===== src/rtl/alu16.sv =====
module alu16 #(
  parameter int W = 16
) (
  input  logic [W-1:0] opnd_a,
  input  logic [W-1:0] opnd_b,
  input  logic [3:0]   ctrl,
  output logic [W-1:0] result
);
  localparam int SW = $clog2(W);

  logic         do_sub;
  logic [W-1:0] add_b, sum;
  logic [W:0]   cy;

  assign do_sub = (ctrl == 4'b0101);
  assign add_b  = opnd_b ^ {W{do_sub}};
  assign cy[0]  = do_sub;

  for (genvar i = 0; i < W; i++) begin : g_add
    assign sum[i]  = opnd_a[i] ^ add_b[i] ^ cy[i];
    assign cy[i+1] = (opnd_a[i] & add_b[i]) | (cy[i] & (opnd_a[i] ^ add_b[i]));
  end

  logic [W-1:0] pacc [W+1];
  assign pacc[0] = '0;
  for (genvar i = 0; i < W; i++) begin : g_mul
    assign pacc[i+1] = pacc[i] + (opnd_b[i] ? (opnd_a << i) : '0);
  end

  logic [W-1:0] stg [SW+1];
  logic         go_left, fill;
  assign go_left = (ctrl[1:0] == 2'b00);
  assign fill    = ctrl[1] & opnd_a[W-1];
  assign stg[0]  = opnd_a;

  for (genvar k = 0; k < SW; k++) begin : g_shf
    localparam int D = 1 << k;
    assign stg[k+1] = !opnd_b[k] ? stg[k] :
                      go_left    ? {stg[k][W-1-D:0], {D{1'b0}}} :
                                   {{D{fill}}, stg[k][W-1:D]};
  end

  logic [W-1:0] choice [16];
  always_comb begin
    for (int c = 0; c < 16; c++) choice[c] = '0;
    choice[4'b0100] = sum;
    choice[4'b0101] = sum;
    choice[4'b0110] = pacc[W];
    choice[4'b1000] = opnd_a | opnd_b;
    choice[4'b1001] = ~opnd_a;
    choice[4'b1010] = opnd_a & opnd_b;
    choice[4'b1011] = opnd_a ^ opnd_b;
    choice[4'b1100] = stg[SW];
    choice[4'b1101] = stg[SW];
    choice[4'b1110] = stg[SW];
  end

  assign result = choice[ctrl];
endmodule



===== config.mk =====
export PLATFORM = sky130hd
export DESIGN_NAME = alu16
export DESIGN_NICKNAME = d
export VERILOG_FILES = /design/src/rtl/alu16.sv
export SDC_FILE = /design/constraint.sdc
export NUM_CORES = 1
export LEC_CHECK = 0
export BUFFER_PORTS_ARGS = -buffer_cell sky130_fd_sc_hd__buf_2
export CORE_MARGIN = 2
export CORE_UTILIZATION = 65
export DETAILED_ROUTE_END_ITERATION = 6
export GPL_TIMING_DRIVEN = 0
export PLACE_DENSITY_LB_ADDON = 0.08
export SLEW_MARGIN = 20
export SYNTH_ARGS = -nofsm -noshare
export SYNTH_HDL_FRONTEND = slang
export SYNTH_SLANG_ARGS = --single-unit

===== constraint.sdc =====
create_clock -name vclk -period 13.05
set_input_delay 1.305 -clock vclk [all_inputs]
set_output_delay 1.305 -clock vclk [all_outputs]
set_load 0.02 [all_outputs]

Yosys cells after proc, flatten, opt, wreduce, memory -nomap -nowiden
Index checks and enable logic that the tools add are counted.
Widths: inputs -> output; s select.
{"block": "classes", "addsub": 15, "mul": 0, "div": 0, "order_cmp": 1, "eq_ne": 1, "shifts": 0, "n_mux": 27, "bitwise": 84, "n_reduce_logical": 1}
{"cell": "$mux 16", "count": 26}
{"cell": "$add 16x16->16", "count": 15}
{"cell": "$bmux 16 s4", "count": 1}
{"cell": "$xor 1x1->1", "count": 32}
{"cell": "$xor 16x16->16", "count": 2}
{"cell": "$and 1x1->1", "count": 31}
{"cell": "$and 16x16->16", "count": 1}
{"cell": "$not 16->16", "count": 1}
{"cell": "$or 16x16->16", "count": 1}
{"cell": "$or 1x1->1", "count": 15}
{"cell": "$ge 5x5->1 const B", "count": 1}
{"cell": "$not 4->5", "count": 1}
{"cell": "$eq 4x3->1 const B", "count": 1}
{"cell": "$logic_not 2->1", "count": 1}
{"block": "word_totals", "regBits": 0, "latch_bits": 0, "ramBits": 0, "romBits": 0, "in_bits": 36, "elab_cells": 129, "mem_count": 0}

Logic depth before layout (Yosys ltp)
Gate-level depths: netlist of the first run.
{"block": "logic_depth", "ltp_word": 37, "ltp_mapped": 27, "mapped_depth_nobuf": 25}

Least setup slack after synthesis of the first run
OpenSTA, ideal clock, no wires.
{"block": "synth_path", "path_kind": "input-to-output", "from": "input ctrl[0]", "to": "output result[15]", "t_arrival_ns": 9.079, "required_ns": 11.745, "setup_slack_ns": 2.666, "stages": 27, "cell_sequence": "buf_6 buf_2 and2_1 clkbuf_1 buf_1 xnor2_1 fa_1 fa_1 fa_1 fa_1 fa_1 fa_1 fa_1 fa_1 fa_1 fa_1 fa_1 fa_1 inv_1 fa_1 inv_1 fa_1 xnor2_1 nor2_1 xor2_1 a211oi_1 or3_1"}
{"block": "synth_between", "elab_chain_len": 37}
{"element": "start, declared", "line_no": "6", "rtl": "input logic [3:0] ctrl,"}
{"element": "$eq 4x3->1", "line_no": "15", "rtl": "assign do_sub = (ctrl == 4'b0101);"}
{"element": "$xor 16x16->16", "line_no": "16", "rtl": "assign add_b = opnd_b ^ {W{do_sub}};"}
{"element": "$xor 1x1->1", "line_no": "21", "rtl": "assign cy[i+1] = (opnd_a[i] & add_b[i]) | (cy[i] & (opnd_a[i] ^ add_b[i]));"}
{"element": "$and 1x1->1", "line_no": "21"}
{"element": "$or 1x1->1", "line_no": "21"}
{"element": "$and 1x1->1", "line_no": "21"}
{"element": "$or 1x1->1", "line_no": "21"}
{"element": "$and 1x1->1", "line_no": "21"}
{"element": "[... 20 more ...]"}
{"element": "$or 1x1->1", "line_no": "21"}
{"element": "$and 1x1->1", "line_no": "21"}
{"element": "$or 1x1->1", "line_no": "21"}
{"element": "$and 1x1->1", "line_no": "21"}
{"element": "$or 1x1->1", "line_no": "21"}
{"element": "$xor 1x1->1", "line_no": "20", "rtl": "assign sum[i] = opnd_a[i] ^ add_b[i] ^ cy[i];"}
{"element": "$bmux 16 s4 (*)", "line_no": "58", "rtl": "assign result = choice[ctrl];"}
{"element": "$mux 16 (not written as such) (*) (2 in series)", "line_no": "58"}
{"element": "end, declared", "line_no": "7", "rtl": "output logic [W-1:0] result"}
Every way passes the cells marked *; elsewhere a longest branch is shown, timed or not. The select of a mux whose other input is x is not followed.

Worst setup path in the final report of the first run
{"block": "layout_path", "from": "input ctrl[3]", "to": "output result[15]"}
Same word-level chain as after synthesis.

==> metrics.txt, run 1 <==
gr usage total between 40 and 50%; hold bufs inserted after CTS 0; DP HPWL 21600 um; post-cts resize count 0; Worst slew margin 40.1%; Peak VDD IR 248 uV; FFs & Latches 0; clock buffer count 0; Layout fillers 844; Slowest-stage cell, CP buf_1; post-CTS setup buffer count 0; DR DRC count 1; status finished with violations; Die ar. 11200 um2; Cells after Synth 884; Yosys cell types 55; Final Util between 70% and 80%; CP Class in2out; Setup crit start kind input pin; final hold viol count 0; Tmin final 11.56 ns; yosys warns 0; crit-path max FO 10; Sequential cell area 0 um2; setup TNS 0 ns; leakage power around 3.3 nW; register area share after synthesis 0%; Starting Density 66.1%; Setup crit end kind primary output; Port Buf Inserts a little over 50; unrepaired setup endpoints after global routing false; delay-heaviest family, CP adder cells; Arr. time, crit path 10.26 ns; max incr delay on CP 0.70 ns; largest net degree at the start of global routing 11; HP Class in2out; Final #Nets roughly 1100; worst slew pin tran 0.898 ns; first-pass GRT wire length 42100 um; IO Pins 52; Fmax about 0.086 GHz; routed vias 7444; Die Y 106 um; n_diodes 0; area delta synth->final 6.32%; Routed Antenna Nets 0; GPL Wtd Cong around 1.1; vias in the first global route 7719; vias per inst 6.95; worst path required time 11.74 ns; share of cells above drive strength 1 10.2%; Hold Path End result[15]; initial antenna violation count 0; drt wl/cell 25.3 um; Core Box Area 10200 um2; power per cell area between 150 and 200 nW/um2; Setup Viol. Count Final 0; DR iter-0 viols between 1000 and 1500; Critical path buffers and inverters 6; synthesized area 6730 um2; FP Rows 37; fin crit share 88.6%; DRT Pass-1 Iters 7; total power 0.00111 W; Hold Startpoint ctrl[2]; most used cell, CP fa_1; total wire length 27000 um; total gr overflow 0; Die Wd between 100 and 150 um; Mean Syn Cell Area 7.62 um2; count of final max-slew check failures 0; WHS Path Cells 4; failing checks DRC; Syn Nets 1090; max cap viols 0
==> metrics by stage <==
stage / hold slack (ns) / std cells / instance area (um2) / setup WS (ns)
final: 3.14 / 1071 / 7160 / 1.49
after detailed placement: 3.14 / 1071 / 7160 / 1.66
after global routing: 3.19 / 1071 / 7160 / 1.27
after floorplan: 2.90 / 884 / 6730 / 2.67
after CTS: 3.14 / 1071 / 7160 / 1.65
after global placement: 3.12 / 1071 / 7160 / 1.82
==> cells in the final DEF, fill, tap and decap left out, types with 11 or more instances in the layout <==
master,netlist,routed
clkbuf_1,31,31
a311oi_1,11,11
mux2i_1,12,12
nand2_1,132,132
a31oi_1,16,16
a211oi_1,16,16
inv_1,106,106
a21oi_1,51,51
o211ai_1,17,17
buf_2,20,71
ha_1,72,72
nor2_1,92,92
o21ai_0,38,38
xnor2_1,41,41
o221ai_1,11,11
fa_1,98,98
==> logic make-up (layout without fill, tap and decap cells) <==
family | count (synthesis) | count (layout) | synth area share, %
fa+ha+maj | 170 | 170 | 42.5
xor+xnor | 52 | 52 | 7.41
buf+inv | 177 | 228 | 10.6
simple gates | 272 | 272 | 16.8
compound gates | 192 | 192 | 18.3
mux | 21 | 21 | 4.35
==> power by group <==
group          switching (W)  internal, W
registers                  0            0
logic               0.000650     0.000460
clock network              0            0
==> synth_stat cells (3+ instances only) <==
cell type | instances | area (um2)
buf_2 | 20 | 100
o21ai_0 | 38 | 190
inv_2 | 4 | 15.0
o21a_1 | 3 | 22.5
a311oi_1 | 11 | 96.3
nor2_1 | 92 | 345
a211oi_1 | 16 | 120
clkbuf_1 | 31 | 116
fa_1 | 98 | 1960
mux2i_1 | 12 | 120
buf_4 | 4 | 30.0
nor2b_1 | 10 | 62.6
nor3_1 | 3 | 15.0
o22ai_1 | 6 | 37.5
a21oi_1 | 51 | 255
xnor2_2 | 4 | 65.1
buf_1 | 8 | 30.0
xnor2_1 | 41 | 359
a31oi_1 | 16 | 100
nand2_1 | 132 | 495
nand3_1 | 10 | 50.1
inv_1 | 106 | 398
clkinv_1 | 3 | 11.3
mux4_2 | 5 | 113
nand3b_1 | 4 | 30.0
nand2b_1 | 6 | 37.5
o221ai_1 | 11 | 96.3
a21o_1 | 5 | 37.5
o211ai_1 | 17 | 128
a211o_1 | 3 | 26.3
ha_1 | 72 | 901
and2_1 | 5 | 31.3
xor2_1 | 6 | 52.6
mux2_2 | 3 | 33.8
==> routing by layer <==
metal  vias up  share of wire [%]  global-route usage, %  wire length (um)
met4         0                7.8                   26.8              2120
met3       211                 18                   20.5              4850
met2       777                 41                   73.9             11200
li1       3026                  -                      -                 -
met1      3430                 33                   61.6              8870
met5         -                  0                      0                 0
==> tightest hold or removal path: cells and delay by family <==
kind | cells | cell delay (ns)
and+or+nand+nor | 1 | 0.11
buffers and inverters | 2 | 0.29
AOI/OAI and AO/OA | 1 | 0.14
==> final cells by class <==
type                       count  area (um2)  area share (%)
inverter                     113         424            5.92
timing repair buffer          51         255            3.57
tap                          136         170            2.38
multi-input combinational    707        6020            84.1
buffer                        64         288            4.02
==> worst max-delay path by stage <==
stage                 start          to  slack, ns  depth (start not counted)
global route        ctrl[3]  result[15]       1.27                         29
CTS                 ctrl[3]  result[15]       1.65                         29
floorplan           ctrl[0]  result[15]       2.67                         27
detailed placement  ctrl[3]  result[15]       1.66                         29
finish              ctrl[3]  result[15]       1.49                         29
global placement    ctrl[3]  result[15]       1.82                         29
(Power assumes the default switching activity.)
==> run 2, diff against run 1 <==
--- a/config.mk
+++ b/config.mk
@@ -5,7 +5,7 @@
 export SDC_FILE = /design/constraint.sdc
 export NUM_CORES = 1
 export LEC_CHECK = 0
-export BUFFER_PORTS_ARGS = -buffer_cell sky130_fd_sc_hd__buf_2
+export BUFFER_PORTS_ARGS = -buffer_cell sky130_fd_sc_hd__buf_4
 export CORE_MARGIN = 2
 export CORE_UTILIZATION = 65
 export DETAILED_ROUTE_END_ITERATION = 6
==> run 2 against run 1 <==
  * The flow still finishes with violations (DRC)
  * Final cell count unchanged
  * Non-clock buffer count stayed put
  * Utilization grew 1.3 points
  * First-iteration DRC count decreased by 7.8%
  * Via count is 0.40% lower
  * Global-route usage shrank 1.7 points
  * Worst hold slack worse by 0.038 ns
  * Critical endpoint unchanged
==> metrics.txt, run 2 (synthesized netlist as in run 1, its figures left out) <==
area delta synth->final 8.21%; Clk pwr share 0%; crit-path max FO 10; gr usage total 48.1%; IO Pins 52; Tmin final 11.50 ns; vias in the first global route 7665; Comb pwr share 100.0%; Sequential cell area 0 um2; Core Box Area 10200 um2; CP Class in2out; met3 wire len between 4000 and 5000 um; total power around 0.0011 W; unrepaired setup endpoints after global routing false; failing checks DRC; drt wl/cell 24.6 um; worst path required time 11.74 ns; DR iter-0 viols 996; GPL Wtd Cong 1.07; post-CTS setup buffer count 0; hold bufs inserted after CTS 0; Die Wd 106 um; max incr delay on CP 0.69 ns; Top Layer Used met4; Slowest-stage cell, CP buf_1; power per cell area between 100 and 150 nW/um2; Die Y 106 um; Final #Nets 1143; Placed Cells around 1100; Starting Density 66.1%; Seq pwr share 0%; M1 WL 9010 um; HP Class in2out; worst slew pin tran ~0.9 ns; Setup Viol. Count Final 0; DP HPWL between 20000 and 25000 um; Layout fillers 784; Die ar. 11200 um2; Routed Antenna Nets 0; Net Switching 0.000621 W; vias per inst about 7; Setup crit end kind primary output; FFs & Latches 0; Layout Cells excl Fill ~1100; Fmax 0.0869 GHz; most frequent cells in the layout 132 x nand2_1, 106 x inv_1, 98 x fa_1; DRT Pass-1 Iters 7; clock buffer count 0; leakage power 3.39 nW; routed vias 7414; internal power 0.000465 W; DR DRC count 18; worst setup path endpoint result[15]; WHS Path Cells 4; total gr overflow 0; Worst slew margin 40.4%; most used cell, CP fa_1; most common cell after layout, fill and taps aside nand2_1; FP Rows 37; Peak VDD IR 240 uV; final hold viol count 0; switch share 57.2%; crit path from ctrl[3]; count of final max-slew check failures 0; Setup crit start kind input pin; Port Buf Inserts 51; post-cts resize count 0; largest net degree at the start of global routing 11; setup TNS 0 ns; first-pass GRT wire length between 40000 and 50000 um; Arr. time, crit path 10.20 ns; share of cells above drive strength 1 10.2%; max cap viols 0; n_diodes 0; total wire length approximately 26000 um; fin crit share 88.2%; metal2 WL 10800 um; status finished with violations; initial antenna violation count 0
-- run 2: cell types whose count changed in the layout (fill, tap and decap cells not counted) --
cell | previous run | this run
buf_2 | 71 | 20
buf_4 | 4 | 55
-- run 2: stage by stage --
stage	utilization, %	setup slack, ns	hold WS [ns]	instance area, um2
floorplan	-	2.67	2.90	6730
global placement	71.5	1.84	3.10	7290
detailed placement	71.5	1.71	3.10	7290
CTS	71.5	1.71	3.10	7290
global route	71.5	1.24	3.16	7290
finish	71.5	1.55	3.11	7290
-- run 2: final cells by class --
type               count  area, um2  area share, %
well taps            136        170           2.34
multi-input cells    707       6020           82.6
inverters            113        424           5.82
plain buffers         64        288           3.95
repair buffers        51        383           5.25
-- run 2: critical path, delay by kind of cell --
family / cells / cell delay [ns]
fa+ha+maj: 14 / 5.85
buf+inv: 6 / 1.46
simple gates: 5 / 0.94
xor+xnor: 3 / 0.54
compound gates: 1 / 0.10
-- run 2: per-layer routing --
layer  vias to the layer above  GRT usage (%)
met2                       767           71.5
met3                       203           19.2
met4                         0           23.4
met5                         -              0
li1                       3024              -
met1                      3420           61.1
-- run 2: worst min-delay path by stage --
stage / to / start / slack [ns]
floorplan: result[15] / ctrl[2] / 2.90
global placement: result[15] / ctrl[2] / 3.10
detailed placement: result[15] / ctrl[2] / 3.10
CTS: result[15] / ctrl[2] / 3.10
global route: result[15] / ctrl[2] / 3.16
finish: result[15] / ctrl[2] / 3.11
-- run 2: power by group through the flow --
stage          logic (W)  registers (W)  clock network [W]
3_3_place_gp    0.000989              0                  0
6_report         0.00109              0                  0
2_1_floorplan   0.000723              0                  0
4_1_cts          0.00106              0                  0
5_1_grt          0.00117              0                  0
3_5_place_dp     0.00104              0                  0
==> run 3, diff against run 2 <==
--- a/config.mk
+++ b/config.mk
@@ -5,11 +5,13 @@
 export SDC_FILE = /design/constraint.sdc
 export NUM_CORES = 1
 export LEC_CHECK = 0
+export ABC_AREA = 1
 export BUFFER_PORTS_ARGS = -buffer_cell sky130_fd_sc_hd__buf_4
 export CORE_MARGIN = 2
 export CORE_UTILIZATION = 65
 export DETAILED_ROUTE_END_ITERATION = 6
 export GPL_TIMING_DRIVEN = 0
+export MAX_ROUTING_LAYER = met4
 export PLACE_DENSITY_LB_ADDON = 0.08
 export SLEW_MARGIN = 20
 export SYNTH_ARGS = -nofsm -noshare
==> run 3 against run 2 <==
  * The flow now finishes without violations
  * Via count increased by 0.80%
  * Sequential share of layout area unchanged
  * Worst setup slack improved by 0.74 ns
  * Highest routed layer unchanged
  * Largest cell class unchanged
  * Power decreased by 6.5%
  * Maximum frequency increased by 6.9%
  * Count of clock-buffer cells in the layout unchanged
  * Largest power group unchanged
  * Final cell count increased by 20%
  * Synthesized area increased by 4.0%
==> metrics.txt, run 3 <==
top cells by area, synth fa_1 28%, nand2_1 21%, ha_1 13%; leakage power 4.43 nW; post-cts resize count 0; FP Rows 37; DRT Pass-1 Iters 6; most used cell, CP fa_1; register area share after synthesis 0%; post-CTS setup buffer count 0; met3 usage in global routing 9.69%; n_diodes 0; DR iter-0 viols between 700 and 800; synthesized area 7000 um2; Arr. time, crit path about 9.5 ns; vias per inst 5.79; FFs & Latches 0; setup TNS 0 ns; drt wl/cell approximately 18 um; Slowest-stage cell, CP fa_1; Sequential cell area 0 um2; Mean Syn Cell Area 6.35 um2; routed vias 7473; share of cells above drive strength 1 around 8.6%; Fmax 0.0929 GHz; largest net degree at the start of global routing 11; Routed Antenna Nets 0; Syn Nets about 1300; Port Buf Inserts 51; total power 0.00102 W; initial antenna violation count 0; unrepaired setup endpoints after global routing false; first-pass GRT wire length 36800 um; met2 track demand over resource 63.1%; Core Box Area 10400 um2; worst slew pin tran 0.770 ns; count of final max-slew check failures 0; Final #Nets 1362; most frequent cells in the layout 392 x nand2_1, 200 x inv_1, 106 x nand3_1; Die Y approximately 110 um; Tmin final 10.76 ns; Cells after Synth roughly 1100; DR DRC count 0; GRT met1 Usage roughly 58%; Setup crit end kind primary output; max cap viols 0; total gr overflow 0; Peak VDD IR 304 uV; DP HPWL approximately 19000 um; Worst slew margin 48.7%; Die Wd 108 um; yosys warns 0; Setup Viol. Count Final 0; crit-path max FO 10; Multi-input gate area 5940 um2; power per cell area roughly 130 nW/um2; area delta synth->final 7.90%; worst path required time 11.74 ns; HP Class in2out; Die ar. 11600 um2; total wire length 23000 um; IO Pins 52; Yosys cell types 29; GPL Wtd Cong 1.03; fin crit share ~82%; Most Crowded Layer GR met2; final hold viol count 0; gr usage total 42.4%; vias in the first global route 7253; area share of the largest cell type after synthesis 28.0%; largest area contributor in the netlist fa_1; Setup crit start kind input pin; Layout fillers roughly 940; Post-synth top cells 392 x nand2_1, 200 x inv_1, 106 x nand3_1, 98 x fa_1, 72 x ha_1; hold slack between 3 and 4 ns; top-count cell post-synth nand2_1; Final Util 72.9%; status complete, no violations; Starting Density about two thirds; hold bufs inserted after CTS 0; max incr delay on CP around 0.44 ns; most common cell after layout, fill and taps aside nand2_1; CP Class in2out; clock buffer count 0
-- run 3: changes by cell type in the layout (fill, tap and decap cells not counted), sizes merged, moves of 11 or more --
cell	change
a31oi	-13
o21ai	+12
a211oi	-16
nand3	+102
xor2	+19
o221ai	-11
a311oi	-11
nand2	+259
nor2	-71
mux2i	-12
a21oi	-33
xnor2	-39
inv	+93
-- run 3: metal layers --
layer / vias to the layer above / part of all wire, %
met2: 496 / 44
met1: 3447 / 40
li1: 3476 / -
met4: 0 / 3.4
met3: 54 / 13
met5: - / 0
-- run 3: cell type report --
class / instances / area share, %
Timing Repair Buffer: 51 / 5.07
Tap cell: 136 / 2.25
Multi-Input combinational cell: 839 / 78.7
Buffer: 60 / 3.89
Inverter: 204 / 10.1
-- run 3: kinds of logic after synthesis --
kind of cell             Yosys count  share of synthesized area (%)
AO/OA/AOI/OAI                    100                           7.95
XOR/XNOR                          31                           3.88
adder cells (fa/ha/maj)          170                           40.9
buffers and inverters            264                           15.1
AND/OR/NAND/NOR                  538                           32.2
-- run 3: worst max-delay path, delay by kind of cell --
kind | cells | cell delay, ns
buf+inv | 6 | 0.91
xor+xnor | 3 | 0.60
compound gates | 2 | 0.23
simple gates | 4 | 0.69
fa+ha+maj | 14 | 5.69
-- run 3: per-stage QoR --
stage,instances,setup WS (ns),area [um2]
global placement,1290,2.45,7560
finish,1290,2.29,7560
global route,1290,1.80,7560
detailed placement,1290,2.36,7560
CTS,1290,2.35,7560
floorplan,1103,3.09,7000
-- run 3: report_power, final --
part / switching, W / leakage (nW) / total (W) / internal, W
logic: 0.000641 / 4.43 / 0.00102 / 0.000374
clock network: 0 / 0 / 0 / 0
registers: 0 / 0 / 0 / 0
total: 0.000641 / 4.43 / 0.00102 / 0.000374
-- run 3: worst paths after layout --
path	start	slack [ns]	depth (start not counted)	end
worst min-delay path	ctrl[2]	3.14	5	result[14]
worst max-delay path	ctrl[1]	2.29	29	result[15]
